[config.mk]
export PLATFORM = sky130hd
export DESIGN_NAME = ep0_hs_unit
export DESIGN_NICKNAME = d
export VERILOG_FILES = /design/src/rtl/ctl0_pkg.sv /design/src/rtl/ctl0_status_fsm.sv /design/src/rtl/ctl0_in_arm.sv /design/src/rtl/ctl0_reply.sv /design/src/rtl/ep0_hs_unit.sv
export SDC_FILE = /design/constraint.sdc
export NUM_CORES = 1
export LEC_CHECK = 0
export BUFFER_PORTS_ARGS = -buffer_cell sky130_fd_sc_hd__buf_2
export CAP_MARGIN = 20
export CORE_MARGIN = 5
export CORE_UTILIZATION = 40
export CTS_CLUSTER_DIAMETER = 50
export CTS_CLUSTER_SIZE = 20
export DETAILED_ROUTE_END_ITERATION = 16
export GPL_TIMING_DRIVEN = 0
export HOLD_SLACK_MARGIN = 0.12
export PLACE_DENSITY = 0.7
export SYNTH_ARGS = -nofsm -noshare
export SYNTH_HDL_FRONTEND = slang
export SYNTH_SLANG_ARGS = --single-unit
[constraint.sdc]
create_clock -name clk -period 1.6 [get_ports clk]
set_clock_uncertainty 0.05 [all_clocks]
set_input_delay 0.48 -clock clk [delete_from_list [all_inputs] [get_ports clk]]
set_output_delay 0.48 -clock clk [all_outputs]
set_load 0.01 [all_outputs]
[src/rtl/ctl0_pkg.sv]
package ctl0_pkg;

    typedef enum logic [2:0] {
        HS_NONE  = 3'd0,
        HS_ACK   = 3'd1,
        HS_NAK   = 3'd2,
        HS_STALL = 3'd3,
        HS_DATA  = 3'd4
    } hs_e;

    typedef enum logic [1:0] {
        SS_PEND  = 2'd0,
        SS_ACK   = 2'd1,
        SS_STALL = 2'd2
    } ss_e;

    typedef enum logic [1:0] {
        IA_IDLE  = 2'd0,
        IA_ARMED = 2'd1,
        IA_SENT  = 2'd2
    } ia_e;

endpackage

[src/rtl/ctl0_status_fsm.sv]
module ctl0_status_fsm
    import ctl0_pkg::*;
(
    input  logic clk,
    input  logic rst_n,
    input  logic bus_reset,
    input  logic tok_setup,
    input  logic status_tok,
    input  logic ack_set,
    input  logic stall_set,
    output logic ack_flag,
    output logic stall_flag
);

    ss_e state_q, state_d;

    always_comb begin
        state_d = state_q;
        if (bus_reset || tok_setup) begin
            state_d = SS_PEND;
        end else if (stall_set) begin
            state_d = SS_STALL;
        end else begin
            unique case (state_q)
                SS_PEND:  if (ack_set) state_d = SS_ACK;
                SS_ACK:   if (status_tok && !ack_set) state_d = SS_PEND;
                SS_STALL: state_d = SS_STALL;
                default:  state_d = SS_PEND;
            endcase
        end
    end

    always_ff @(posedge clk or negedge rst_n) begin
        if (!rst_n) state_q <= SS_PEND;
        else        state_q <= state_d;
    end

    always_comb begin
        ack_flag   = (state_q == SS_ACK);
        stall_flag = (state_q == SS_STALL);
    end

endmodule

[src/rtl/ctl0_in_arm.sv]
module ctl0_in_arm
    import ctl0_pkg::*;
#(
    parameter int MAX_PKT = 64,
    parameter int REG_W   = 8,
    parameter int CNT_W   = 7
) (
    input  logic             clk,
    input  logic             rst_n,
    input  logic             bus_reset,
    input  logic             tok_setup,
    input  logic             data_in_tok,
    input  logic             host_ack,
    input  logic             bc_wr,
    input  logic [REG_W-1:0] bc_wdata,
    output logic             in_armed,
    output logic             in_done,
    output logic [CNT_W-1:0] bc_cnt
);

    localparam logic [REG_W-1:0] TOP_MASK = REG_W'(1) << (REG_W - 1);
    localparam logic [REG_W-1:0] LIMIT    = REG_W'(MAX_PKT);

    ia_e              state_q, state_d;
    logic [REG_W-1:0] masked;
    logic [CNT_W-1:0] cnt_d;
    logic             done_d;

    always_comb begin
        masked = bc_wdata & ~TOP_MASK;
        cnt_d  = (masked > LIMIT) ? CNT_W'(LIMIT) : CNT_W'(masked);
    end

    always_comb begin
        state_d = state_q;
        if (bus_reset || tok_setup) begin
            state_d = IA_IDLE;
        end else if (bc_wr) begin
            state_d = IA_ARMED;
        end else begin
            unique case (state_q)
                IA_IDLE:  state_d = IA_IDLE;
                IA_ARMED: if (data_in_tok) state_d = IA_SENT;
                IA_SENT:  if (host_ack) state_d = IA_IDLE;
                default:  state_d = IA_IDLE;
            endcase
        end
    end

    always_comb begin
        done_d = (state_q == IA_SENT) && host_ack && !bus_reset && !tok_setup;
    end

    always_ff @(posedge clk or negedge rst_n) begin
        if (!rst_n) begin
            state_q <= IA_IDLE;
            in_done <= 1'b0;
            bc_cnt  <= '0;
        end else begin
            state_q <= state_d;
            in_done <= done_d;
            if (bus_reset)  bc_cnt <= '0;
            else if (bc_wr) bc_cnt <= cnt_d;
        end
    end

    always_comb in_armed = (state_q != IA_IDLE);

endmodule

[src/rtl/ctl0_reply.sv]
module ctl0_reply
    import ctl0_pkg::*;
(
    input  logic       clk,
    input  logic       rst_n,
    input  logic       bus_reset,
    input  logic       tok_setup,
    input  logic       tok_in,
    input  logic       tok_out,
    input  logic       tok_status,
    input  logic       ack_flag,
    input  logic       stall_flag,
    input  logic       in_armed,
    input  logic       nak_clr,
    output logic       hs_valid,
    output logic [2:0] hs_code,
    output logic       nak_seen
);

    hs_e  code_d;
    logic any_tok;

    always_comb begin
        any_tok = tok_setup || tok_in || tok_out;
        code_d  = HS_NONE;
        if (tok_setup)          code_d = HS_ACK;
        else if (tok_in || tok_out) begin
            if (stall_flag)      code_d = HS_STALL;
            else if (tok_status) code_d = ack_flag ? HS_ACK : HS_NAK;
            else if (tok_in)     code_d = in_armed ? HS_DATA : HS_NAK;
            else                 code_d = HS_ACK;
        end
    end

    always_ff @(posedge clk or negedge rst_n) begin
        if (!rst_n) begin
            hs_valid <= 1'b0;
            hs_code  <= HS_NONE;
            nak_seen <= 1'b0;
        end else begin
            hs_valid <= any_tok && !bus_reset;
            hs_code  <= bus_reset ? HS_NONE : code_d;
            if (bus_reset)                                 nak_seen <= 1'b0;
            else if (tok_in && !tok_setup && code_d == HS_NAK) nak_seen <= 1'b1;
            else if (nak_clr)                              nak_seen <= 1'b0;
        end
    end

endmodule

[src/rtl/ep0_hs_unit.sv]
module ep0_hs_unit
    import ctl0_pkg::*;
#(
    parameter int MAX_PKT = 64,
    parameter int REG_W   = 8
) (
    input  logic             clk,
    input  logic             rst_n,
    input  logic             bus_reset,
    input  logic             tok_setup,
    input  logic             tok_in,
    input  logic             tok_out,
    input  logic             tok_status,
    input  logic             host_ack,
    input  logic             ack_set,
    input  logic             stall_set,
    input  logic             bc_wr,
    input  logic [REG_W-1:0] bc_wdata,
    input  logic             nak_clr,
    output logic             hs_valid,
    output logic [2:0]       hs_code,
    output logic             in_armed,
    output logic             in_done,
    output logic             nak_seen,
    output logic             ack_flag,
    output logic             stall_flag,
    output logic [REG_W-1:0] bc_rd
);

    localparam int CNT_W = $clog2(MAX_PKT + 1);

    logic             status_tok;
    logic             data_in_tok;
    logic [CNT_W-1:0] bc_cnt;

    always_comb begin
        status_tok  = (tok_in || tok_out) && tok_status && !tok_setup;
        data_in_tok = tok_in && !tok_status && !tok_setup && !stall_flag && in_armed;
    end

    ctl0_status_fsm i_status (
        .clk        (clk),
        .rst_n      (rst_n),
        .bus_reset  (bus_reset),
        .tok_setup  (tok_setup),
        .status_tok (status_tok),
        .ack_set    (ack_set),
        .stall_set  (stall_set),
        .ack_flag   (ack_flag),
        .stall_flag (stall_flag)
    );

    ctl0_in_arm #(
        .MAX_PKT (MAX_PKT),
        .REG_W   (REG_W),
        .CNT_W   (CNT_W)
    ) i_in_arm (
        .clk         (clk),
        .rst_n       (rst_n),
        .bus_reset   (bus_reset),
        .tok_setup   (tok_setup),
        .data_in_tok (data_in_tok),
        .host_ack    (host_ack),
        .bc_wr       (bc_wr),
        .bc_wdata    (bc_wdata),
        .in_armed    (in_armed),
        .in_done     (in_done),
        .bc_cnt      (bc_cnt)
    );

    ctl0_reply i_reply (
        .clk        (clk),
        .rst_n      (rst_n),
        .bus_reset  (bus_reset),
        .tok_setup  (tok_setup),
        .tok_in     (tok_in),
        .tok_out    (tok_out),
        .tok_status (tok_status),
        .ack_flag   (ack_flag),
        .stall_flag (stall_flag),
        .in_armed   (in_armed),
        .nak_clr    (nak_clr),
        .hs_valid   (hs_valid),
        .hs_code    (hs_code),
        .nak_seen   (nak_seen)
    );

    always_comb bc_rd = REG_W'(bc_cnt);

endmodule

* Word level (Yosys, flattened, before mapping)
Cells that the tools add are included.
** Storage, ports and cells
- Bits in registers :: 17
- Input port bits :: 20
- Output and inout port bits :: 17
- Word-level logic and storage cells :: 69
** Operators by class
- Magnitude comparators :: 1
- Eq/ne operators :: 9
- Mux-type cells :: 24
- Reductions and logical operators :: 28
** Operators by type and width (number)
- 3-bit 2-to-1 mux :: 7
- 7-bit 2-to-1 mux :: 3
- 2-bit 2-to-1 mux :: 9
- 1-bit logical AND :: 13
- 4-bit by 3-bit inequality test with 1-bit output (second input constant) :: 3
- 7-bit greater-than comparator (second input constant) :: 1
- 2-bit case mux with 3 select lines :: 1
- 1-bit zero test :: 5
- 2-bit by 1-bit equality test with 1-bit output (second input constant) :: 2
- 2-bit equality test (second input constant) :: 2
- 1-bit logical OR :: 4
- 4-bit inequality test (second input constant) :: 1
- 2-bit case mux with 2 select lines :: 1
- 2-bit AND reduction :: 2
- 2-bit nonzero test :: 2
- 3-bit by 2-bit equality test with 1-bit output (second input constant) :: 1
- 1-bit 2-to-1 mux :: 3
- 3-bit nonzero test :: 1
- 2-bit zero test :: 1

* Logic depth before layout (Yosys ltp)
Gate-level depths: netlist of run 1.
- Depth in word-level cells :: 11
- Gate-level depth with buffers :: 4
- Depth with buffers taken out :: 3

* Hierarchy
From an unflattened synthesis of run 1, not the netlist that was laid out.
** Second synthesis, totals
- Cells, all modules :: 75
- Area total of the unflattened synthesis :: 827.0 µm²
** Modules (own cells, without submodules)
- ctl0_in_arm :: times used 1, cells each 40, area each 467.9 µm², seq. area each 250.2 µm²
- ctl0_reply :: times used 1, cells each 20, area each 225.2 µm², seq. area each 125.1 µm²
- ctl0_status_fsm :: times used 1, cells each 9, area each 96.3 µm², seq. area each 50.0 µm²
- ep0_hs_unit :: times used 1, cells each 6, area each 37.5 µm², seq. area each 0.0 µm²

* Least setup slack after synthesis of run 1
Ideal clock, no wire load.
- Path type :: register to register
- Start point :: register i_in_arm.state_q[1]
- End point :: register i_reply.nak_seen
- Setup time :: 104 ps
- Arrival :: 1104 ps
- Data required time :: 1446 ps
- Slack :: 342 ps
- Stages on the path, launching flop included :: 4
- Buffers on the path :: 0
- Period minus slack after synthesis :: 1258 ps
- Cells stage by stage :: dfrtp_1 or2_4 and3_4 o41ai_2
** Between the ends
- Word-level cells in the longest chain between the ends :: 11
- Elaborated cells between the ends (all ways) :: 12
** RTL lines
- from (decl) :: line ctl0_in_arm.sv:24 : ia_e state_q, state_d;
- from (signal assigned) :: line ctl0_in_arm.sv:60 : state_q <= state_d;
- 2-bit nonzero test * :: line ctl0_in_arm.sv:67 : always_comb in_armed = (state_q != IA_IDLE);
- net in_armed :: line ep0_hs_unit.sv:22 : output logic in_armed,
- 3-bit 2-to-1 mux * (2 in a row) :: line ctl0_reply.sv:30 : else if (tok_in) code_d = in_armed ? HS_DATA : HS_NAK;
- 3-bit 2-to-1 mux * :: line ctl0_reply.sv:29 : else if (tok_status) code_d = ack_flag ? HS_ACK : HS_NAK;
- 3-bit 2-to-1 mux * :: line ctl0_reply.sv:28 : if (stall_flag) code_d = HS_STALL;
- 3-bit 2-to-1 mux * :: line ctl0_reply.sv:27 : else if (tok_in || tok_out) begin
- 3-bit 2-to-1 mux * :: line ctl0_reply.sv:26 : if (tok_setup) code_d = HS_ACK;
- 3-bit by 2-bit equality test with 1-bit output * :: line ctl0_reply.sv:44 : else if (tok_in && !tok_setup && code_d == HS_NAK) nak_seen <= 1'b1;
- 1-bit logical AND * :: line ctl0_reply.sv:44
- 1-bit 2-to-1 mux :: line ctl0_reply.sv:44
- 1-bit 2-to-1 mux :: line ctl0_reply.sv:43 : if (bus_reset) nak_seen <= 1'b0;
- to (signal assigned) :: line ctl0_reply.sv:43
- to (signal assigned) :: line ctl0_reply.sv:44
- to (signal assigned) :: line ctl0_reply.sv:45 : else if (nak_clr) nak_seen <= 1'b0;
- to (decl) :: line ctl0_reply.sv:17 : output logic nak_seen
Mark *: on every way through the listed nets, which the timed path passes. The rest lies on a longest branch.
A chain may end at the register's enable or synchronous reset.

* Worst setup path after layout of run 1
- Start point :: register i_in_arm.state_q[0]
- End point :: output in_armed
** Between the ends
- Word-level cells in the longest chain between the ends :: 1
** RTL lines (line)
- 2-bit nonzero test :: ctl0_in_arm.sv:67
- to (decl) :: ep0_hs_unit.sv:22
No other way between the ends.

==> key figures, run 1 <==
Job
  – Maximum Capacitance Violations: 0

Global route
  – Gr usage total: 13.3%
  – Maximum number of pins on one net before global-route repair: 18
  – Total grt overflow: 0
  – Number of antenna violations at the first check in global routing: 0
  – Vias in the first global route: 786
  – Global-route wire length before repair: 3390 µm

CTS
  – Latest clock arrival within the worst-skew pair: 0.29 ns
  – Clock tree from TritonCTS: done
  – H-Tree Level Count: 1
  – Worst-case clock buffer depth: 2
  – Clock net sink count: 17
  – Library cell used as clock root buffer: clkbuf_4
  – TritonCTS buffer count: 3
  – Clock edge transition at the registers on the reported setup and hold paths: 0.10 ns

STA
  – Final hold viol count: 0
  – F_max: 629 MHz
  – Setup Total Neg Slack: 0 ns
  – Unrepaired setup endpoints after global routing: true
  – Final setup vio count: 0
  – Final-report max-slew violation count: 0
  – Period utilisation layout: 99.4%
  – Post-route worst setup slack: 0.00955 ns
  – Final critical-path required period: 1.59 ns

Worst setup path
  – Reg-to-reg critical path endpoint: i_reply.nak_seen
  – Critical path required time: 1.07 ns
  – Depth of the worst register-to-register path: 4
  – Arrival time reported for the critical path endpoint: 1.06 ns
  – Reg2Reg Launch Point: i_in_arm.state_q[0]
  – Worst setup path category: reg -> out
  – CP startpoint: i_in_arm.state_q[0]
  – Endpoint class of the critical path: output port
  – Minimum setup slack among reg-to-reg paths: 0.18 ns
  – Highest fanout seen on the critical path: 2
  – Worst Setup Start Kind: register

Min path
  – Endpoint of the worst hold path: i_reply.nak_seen
  – Worst min path class: in -> reg
  – Beginning of the worst hold path: bus_reset
  – Min-Delay Path Depth: 2

Route
  – First drt pass iteration count: 4
  – Final wirelength: 1990 µm
  – Detail-routed net length per standard cell: 13.0 µm
  – Post-route antenna net violation count: 0
  – Count of routing violations after the opening detailed-route iteration: 13
  – DRC viols: 0
  – Ratio of routed vias to standard cells: 4.95
  – Total vias in the final route: 757

Placement
  – Last weighted congestion value of the routability-driven placer: 0.866
  – Port Buffers: 34
  – Worst Setup Slack post-DPL: 0.0786 ns
  – HPWL after detailed placement: 1370 µm

Synth
  – Adder-cell share of the synthesized area: 0%
  – Share of the synthesized netlist area taken by xor and xnor gates: 0%
  – Number of storage elements in the synthesis netlist: 17
  – Unique masters post-synth: 30
  – Cells after synthesis: 81
  – Cell area after technology mapping: 826 µm²
  – Post-synthesis mux area share: 1.21%
  – Simple logic cell fraction of the synthesized area: 28.5%
  – Total of warnings raised by yosys: 0
  – Compound-Gate Fraction of Synth Area: 15.0%
  – Mapped Nets: 101
  – Largest family of logic cells by synthesized area: simple AND/OR/NAND/NOR gates
  – Sequential share of the synthesized area: 51.5%
  – Mean Syn Cell Area: 10.2 µm²

Floorplan
  – DIE WIDTH: 55.4 µm
  – I/O Pins: 37
  – Placeable core region: 1960 µm²
  – Die Outline Area: 3070 µm²
  – Cell Rows: 16
  – Chip height: 55.4 µm
  – Effective utilization at floorplan: 42.1%

Cells and area
  – Post-layout net count: 147
  – Ratio of cells with drive above 1 in the final layout: 42.1%
  – Top library cells by usage in the layout, fill and taps aside: buf_2 (34), dfrtp_1 (16)
  – Antenna diode count: 0
  – Synthesis-to-layout area growth: 36.8%
  – Most common cell after layout, fill and taps aside: buf_2

Power and ir drop
  – Max rail drop VDD: 0.406 mV
  – Static power due to leakage: 0.000591 µW
  – Total power per unit cell area: 732 nW/µm²

Status
  – Outcome: completed
-- layout make-up --
| type | instances | area, µm² |
|---|---|---|
| buffer | 3 | 16.3 |
| clock buffer | 3 | 22.5 |
| clock inverter | 1 | 5.00 |
| fill | 192 | 832 |
| inverter | 3 | 11.3 |
| multi-input combinational | 58 | 383 |
| sequential | 17 | 427 |
| tap | 27 | 33.8 |
| timing repair buffer | 41 | 231 |
-- sequential cells by signal, indices dropped and copies added, names as in the netlist --
signal            cells
i_in_arm.bc_cnt       7
i_status.state_q      2
i_in_arm.state_q      2
i_reply.nak_seen      1
i_reply.hs_valid      1
i_reply.hs_code       3
i_in_arm.in_done      1
-- cell usage after synthesis, drive strengths merged --
cell    number  area, µm²
o21ai        3       15.0
o41ai        1       16.3
conb         1       3.75
buf          3       16.3
inv          3       11.3
nand2b       8       50.1
nor3         2       10.0
o21a         2       15.0
and4b        1       10.0
nor2         7       26.3
o31a         1       8.76
a21oi        7       35.0
nor3b        2       15.0
a41oi        1       8.76
nand3b       7       52.6
mux2i        1       10.0
a221oi       1       8.76
and2b        1       7.51
nor4         1       6.26
dfrtp       17        425
nand2        2       7.51
and3         1       11.3
or2          2       15.0
o211a        1       10.0
nor2b        3       18.8
nand3        1       5.00
a31oi        1       6.26
-- kinds of logic after synthesis --
kind of cell | Yosys count
buffers and inverters | 6
multiplexers | 1
flip-flops | 17
other | 1
AO/OA/AOI/OAI | 18
AND/OR/NAND/NOR | 38
-- worst max path at each step --
stage                              end  slack [ns]
finish                        in_armed        0.01
global route                  in_armed       -0.02
floorplan             i_reply.nak_seen        0.34
global placement    i_reply.hs_code[1]        0.12
CTS                           in_armed       0.004
detailed placement  i_reply.hs_code[1]        0.08
-- metal layers --
layer	vias to the layer above	track usage [%]	routed length (µm)
met5	-	0	0
met4	0	6.60	22
met3	2	2.10	80
met2	22	23.1	1060
met1	361	15.6	822
li1	372	-	-
-- metrics by stage --
stage / instances / cell area [µm²] / power, µW / hold slack, ns / utilization (%)
3_5_place_dp: 142 / 1030 / 591 / 0.376 / 52.5
3_3_place_gp: 142 / 1030 / 590 / 0.372 / 52.5
4_1_cts: 151 / 1110 / 836 / 0.357 / 56.6
2_1_floorplan: 81 / 826 / 525 / 0.134 / -
5_1_grt: 153 / 1130 / 873 / 0.363 / 57.6
6_report: 153 / 1130 / 827 / 0.366 / 57.6
-- worst max-delay path, stage by stage (launching register included) --
cell and delay (ns):
dfrtp_1 0.40, or2_4 0.26, buf_6 0.12
-- power by group --
group / switching, µW / internal [µW]
Sequential: 8.55 / 446
Combinational: 75.8 / 67.8
Clock: 136 / 92.7
Total: 221 / 606
-- timing repair --
item,4_1_cts,5_1_grt
hold buffers,1,0
gates cloned,0,0
pin swaps,1,0
setup endpoints to repair,2,3
endpoints found under the hold margin,17,0
buffers inserted,4,2
resized for setup,2,3
(Power assumes the default switching activity.)
==> run 2, diff against run 1 <==
- CORE_MARGIN: 5 -> default
==> run 2 against run 1 <==
The flow now finishes with violations (setup timing). Clock power grew 2%. Sequential power is essentially flat. Non-clock buffer count grew 1. Maximum frequency shrank 0.87%. Hold slack lost 0.023 ns. Critical endpoint unchanged.
==> key figures, run 2 (synthesized netlist as in run 1, its figures left out) <==
Floorplan
  – Cell Rows: 16
  – I/O Pins: 37
  – Chip height: 47.4 µm
  – Placeable core region: 1940 µm²
  – Effective utilization at floorplan: 42.5%
  – Die Outline Area: 2250 µm²
  – DIE WIDTH: 47.4 µm

Placement
  – HPWL after detailed placement: 1260 µm
  – Cell area after placement: 1030 µm²
  – Last weighted congestion value of the routability-driven placer: 0.775
  – Port Buffers: 34

STA
  – Final critical-path required period: 1.60 ns
  – Period utilisation layout: 100%
  – Final setup vio count: 1
  – F_max: 623 MHz
  – Unrepaired setup endpoints after global routing: true
  – Post-route worst setup slack: -0.00438 ns
  – Final hold viol count: 0
  – Final-report max-slew violation count: 0

CTS
  – Latest clock arrival within the worst-skew pair: 0.29 ns
  – TritonCTS buffer count: 3
  – Clock net sink count: 17
  – H-Tree Level Count: 1
  – Worst-case clock buffer depth: 2
  – Clock edge transition at the registers on the reported setup and hold paths: 0.10 ns
  – Clock tree from TritonCTS: done
  – Library cell used as clock root buffer: clkbuf_4

Cells and area
  – Most common cell after layout, fill and taps aside: buf_2
  – Biggest register: i_in_arm.bc_cnt
  – Top library cells by usage in the layout, fill and taps aside: buf_2 (34), dfrtp_1 (17), buf_4 (8)
  – Ratio of cells with drive above 1 in the final layout: 40.2%
  – Final instance area: 1130 µm²
  – Seq. cell area: 425 µm²
  – Antenna diode count: 0
  – Synthesis-to-layout area growth: 37.1%
  – Area occupied by multi-input gates: 380 µm²
  – Fin util: 58.3%
  – Max reg flops: 7
  – Layout fillers: 193
  – Largest registers ranked by flip-flop count: i_in_arm.bc_cnt (7), i_reply.hs_code (3)
  – Post-layout net count: 148

Global route
  – Maximum number of pins on one net before global-route repair: 18
  – Vias in the first global route: 595
  – Gr usage total: 17.4%
  – Number of antenna violations at the first check in global routing: 0
  – Global-route wire length before repair: 2700 µm
  – Total grt overflow: 0

Power and ir drop
  – Max rail drop VDD: 0.526 mV
  – Net load switching power: 220 µW
  – Clk pwr share: 28.2%
  – Net switching share of the total power: 26.5%
  – Total power per unit cell area: 734 nW/µm²
  – Sequential power share: 54.6%
  – Int Power: 610 µW
  – Static power due to leakage: 0.000596 µW
  – Part of the total power dissipated in combinational logic: 17.2%

Worst setup path
  – Arrival time reported for the critical path endpoint: 1.07 ns
  – Highest fanout seen on the critical path: 2
  – Worst Setup Start Kind: register
  – Worst setup path category: reg -> out
  – Critical path required time: 1.07 ns
  – Endpoint class of the critical path: output port

Status
  – Failing checks: setup timing
  – Outcome: finished with violations

Route
  – Ratio of routed vias to standard cells: 4.86
  – First drt pass iteration count: 4
  – Detail-routed net length per standard cell: 12.2 µm
  – Post-route antenna net violation count: 0
  – Total vias in the final route: 749
  – Count of routing violations after the opening detailed-route iteration: 23
  – DRC viols: 0
  – Final wirelength: 1870 µm

Min path
  – Worst min path class: in -> reg

Job
  – Maximum Capacitance Violations: 0
run 2: cell count changes in the layout (fill, tap and decap cells not counted):
cell	previous run	this run
clkinv_2	1	0
buf_4	7	8
nor2b_2	1	0
clkbuf_1	0	1
nor2b_1	2	3
dfrtp_2	1	0
dfrtp_1	16	17
run 2: final timing paths:
| kind | start | to | slack, ns | cells past startpoint |
|---|---|---|---|---|
| max | i_in_arm.state_q[0] | in_armed | -0.004 | 2 |
| min | bus_reset | i_reply.nak_seen | 0.34 | 2 |
| max reg2reg | i_status.state_q[0] | i_reply.nak_seen | 0.17 | 6 |
| min reg2reg | i_reply.nak_seen | i_reply.nak_seen | 0.45 | 2 |
| max in group asynchronous | rst_n | i_in_arm.bc_cnt[4] | 0.66 | 2 |
| min in group asynchronous | rst_n | i_in_arm.state_q[1] | 0.58 | 2 |
run 2: metal layers:
metal  GRT usage, %  part of all wire [%]  up-vias
li1               -                     -      379
met1           24.0                    45      345
met2           26.8                    50       18
met3           3.40                   2.9        7
met4           6.86                   2.2        0
met5              0                     0        -
run 2: power groups by stage:
stage	combinational [µW]	sequential, µW	clock (µW)
global route	158	455	261
finish	143	453	234
global placement	126	462	0
CTS	140	453	242
detailed placement	128	462	0
floorplan	55.8	469	0
run 2: layout make-up:
| class | count | share of cell area [%] |
|---|---|---|
| multi-input cells | 58 | 33.6 |
| clock buffers | 4 | 2.32 |
| flip-flops and latches | 17 | 37.6 |
| well taps | 27 | 2.98 |
| plain buffers | 3 | 1.44 |
| inverters | 3 | 0.994 |
| repair buffers | 42 | 21.1 |
run 2: metrics by stage:
stage | cells | power, µW | setup slack [ns] | setup TNS [ns] | hold slack [ns]
2_1_floorplan | 81 | 525 | 0.342 | 0 | 0.134
3_3_place_gp | 142 | 588 | 0.131 | 0 | 0.367
3_5_place_dp | 142 | 590 | 0.121 | 0 | 0.371
4_1_cts | 152 | 835 | 0.00150 | 0 | 0.343
5_1_grt | 154 | 874 | -0.0338 | -0.0338 | 0.346
6_report | 154 | 831 | -0.00438 | -0.00438 | 0.342
run 2: repair_timing:
item                       CTS  global route
resized for setup            2             1
setup buffers                5             2
pin swaps                    1             0
setup endpoints to repair    2             2
gates cloned                 0             0
hold buffers                 1             0
hold endpoints to repair    17             0
run 2: critical path: stages (launching register included):
cell and delay (ns):
dfrtp_1 0.40, or2_4 0.26, buf_6 0.12
==> run 3, diff against run 2 <==
- CTS_CLUSTER_SIZE: 20 -> 30
- SYNTH_HIERARCHICAL: default -> 1
==> run 3 against run 2 <==
The flow now finishes without violations. Hold slack better by 0.025 ns. Via count is 3.7% lower. Synthesized cell count is 7.4% lower. Clock power is 3% lower. Power is 1.4% lower. Critical path depth stayed put. Sequential power hardly changed. Sequential share of layout area is 0.13 points higher.
==> key figures, run 3 <==
STA
  – Final-report max-slew violation count: 0
  – F_max: 630 MHz
  – Final critical-path required period: 1.59 ns
  – Final setup vio count: 0
  – Worst Hold Slack: 0.368 ns
  – Period utilisation layout: 99.2%
  – Post-route worst setup slack: 0.0127 ns
  – Setup Total Neg Slack: 0 ns
  – Unrepaired setup endpoints after global routing: true
  – Final hold viol count: 0

Floorplan
  – Effective utilization at floorplan: 42.2%
  – I/O Pins: 37
  – DIE WIDTH: 47.5 µm
  – Chip height: 47.5 µm
  – Cell Rows: 16
  – Placeable core region: 1960 µm²
  – Die Outline Area: 2250 µm²

Power and ir drop
  – Clk pwr share: 27.8%
  – Max rail drop VDD: 0.485 mV
  – Int Power: 604 µW
  – Static power due to leakage: 0.000578 µW
  – Net load switching power: 215 µW
  – Part of the total power dissipated in combinational logic: 17.0%
  – Sequential power share: 55.2%
  – Final Total Pwr: 819 µW
  – Total power per unit cell area: 726 nW/µm²
  – Net switching share of the total power: 26.2%

CTS
  – TritonCTS buffer count: 3
  – Clock edge transition at the registers on the reported setup and hold paths: 0.11 ns
  – Library cell used as clock root buffer: clkbuf_4
  – Clock net sink count: 17
  – H-Tree Level Count: 1
  – Latest clock arrival within the worst-skew pair: 0.29 ns
  – Clock tree from TritonCTS: done
  – Worst-case clock buffer depth: 2

Synth
  – Total of warnings raised by yosys: 6
  – Share of flip-flops with an asynchronous set or reset: 100%
  – Cells after synthesis: 75
  – Library cell with the largest summed area after synthesis: dfrtp_1
  – Most frequent cells after synthesis: dfrtp_1 (17), nand2b_1 (10), nor2_1 (9), nand3b_1 (7), a21oi_1 (6)
  – Number of storage elements in the synthesis netlist: 17
  – Top cells by area, synth: dfrtp_1 (51%), nand2b_1 (7.6%), nand3b_1 (6.4%)
  – Sequential share of the synthesized area: 51.4%
  – Mapped Nets: 95
  – Cell area after technology mapping: 827 µm²
  – Mean Syn Cell Area: 11.0 µm²
  – Number of flops mapped to enable cells by yosys: 0
  – Unique masters post-synth: 26
  – Portion of synthesized cell area occupied by the leading cell type: 51.4%
  – Most frequently used flop master after synthesis: dfrtp_1
  – Count leader, synth: dfrtp_1

Worst setup path
  – Depth of the worst register-to-register path: 4
  – Worst Setup Start Kind: register
  – Endpoint of the worst setup timing path: in_armed
  – CP startpoint: i_in_arm/state_q[0]
  – Highest fanout seen on the critical path: 3
  – Reg-to-reg critical path endpoint: i_in_arm/state_q[1]
  – Endpoint class of the critical path: output port
  – Reg2Reg Launch Point: i_in_arm/state_q[0]
  – Minimum setup slack among reg-to-reg paths: 0.08 ns
  – Worst setup path category: reg -> out
  – Arrival time reported for the critical path endpoint: 1.06 ns
  – Critical path required time: 1.07 ns

Placement
  – Worst Setup Slack post-DPL: 0.00850 ns
  – HPWL after detailed placement: 1220 µm
  – Port Buffers: 34
  – Placed Cells incl. Taps: 136
  – Last weighted congestion value of the routability-driven placer: 0.692

Job
  – Maximum Capacitance Violations: 0

Global route
  – Vias in the first global route: 584
  – Total grt overflow: 0
  – Maximum number of pins on one net before global-route repair: 18
  – Gr usage total: 15.6%
  – Number of antenna violations at the first check in global routing: 0
  – Global-route wire length before repair: 2460 µm

Min path
  – Worst min path class: in -> reg

Route
  – Count of routing violations after the opening detailed-route iteration: 11
  – Final wirelength: 1720 µm
  – First drt pass iteration count: 4
  – DRC viols: 0
  – Total vias in the final route: 721
  – Ratio of routed vias to standard cells: 4.94
  – Post-route antenna net violation count: 0
  – Detail-routed net length per standard cell: 11.8 µm

Cells and area
  – Biggest register: i_in_arm/bc_cnt
  – Antenna diode count: 0
  – Largest registers ranked by flip-flop count: i_in_arm/bc_cnt (7), i_reply/hs_code (3)
  – Synthesis-to-layout area growth: 36.5%
  – Top library cells by usage in the layout, fill and taps aside: buf_2 (33), dfrtp_1 (17), nand2b_1 (10)
  – Most common cell after layout, fill and taps aside: buf_2
  – Max reg flops: 7
  – Layout fillers: 191
  – Non-filler instance count after layout: 146
  – Post-layout net count: 140
  – Ratio of cells with drive above 1 in the final layout: 44.5%

Status
  – Outcome: completed
run 3: kinds of logic after synthesis:
kind of cell,synth area share (%)
buffers and inverters,1.97
other,0.453
and+or+nand+nor,30.9
muxes,1.21
AOI/OAI and AO/OA,14.1
DFF,51.4
run 3: through the flow:
stage	utilization, %	cell area [µm²]
6_report	57.5	1130
5_1_grt	57.5	1130
4_1_cts	55.9	1100
3_5_place_dp	52.6	1030
3_3_place_gp	52.6	1030
2_1_floorplan	-	827
run 3: power by group through the flow:
stage	clock, µW	combinational (µW)	sequential, µW
2_1_floorplan	0	53.3	467
3_3_place_gp	0	123	460
3_5_place_dp	0	125	461
4_1_cts	238	133	452
5_1_grt	261	155	454
6_report	228	139	452
run 3: worst min path at each step:
stage               from                   to  slack, ns  cells past startpoint
3_5_place_dp       rst_n   i_in_arm/bc_cnt[5]       0.37                      1
2_1_floorplan      rst_n   i_in_arm/bc_cnt[0]       0.13                      0
3_3_place_gp       rst_n   i_in_arm/bc_cnt[5]       0.37                      1
4_1_cts        stall_set  i_status/state_q[1]       0.37                      2
6_report       stall_set  i_status/state_q[1]       0.37                      2
5_1_grt        stall_set  i_status/state_q[1]       0.38                      2
run 3: final cells by class:
cell class                 instances  area (µm²)  share of cell area, %
sequential                        17         425                   37.7
multi-input combinational         55         395                   35.0
timing repair buffer              40         230                   20.4
tap                               27        33.8                   2.99
clock buffer                       3        22.5                   2.00
buffer                             3        16.3                   1.44
clock inverter                     1        5.00                  0.443
run 3: timing repair:
action / in CTS / in global routing
resized for setup: 3 / 2
hold endpoints to repair: 17 / 0
setup buffers: 2 / 3
endpoints found under the setup margin: 2 / 3
hold buffers: 1 / 0
pin swaps: 1 / 1
run 3: critical path: stages (launching register included):
cell and delay [ns]:
dfrtp_1 0.39, or2_4 0.27, buf_6 0.12
run 3: layer usage:
| layer | wire, µm | track usage [%] |
|---|---|---|
| met1 | 792 | 21.0 |
| met4 | 0 | 5.14 |
| met5 | 0 | 0 |
| met3 | 42 | 2.26 |
| met2 | 886 | 25.8 |
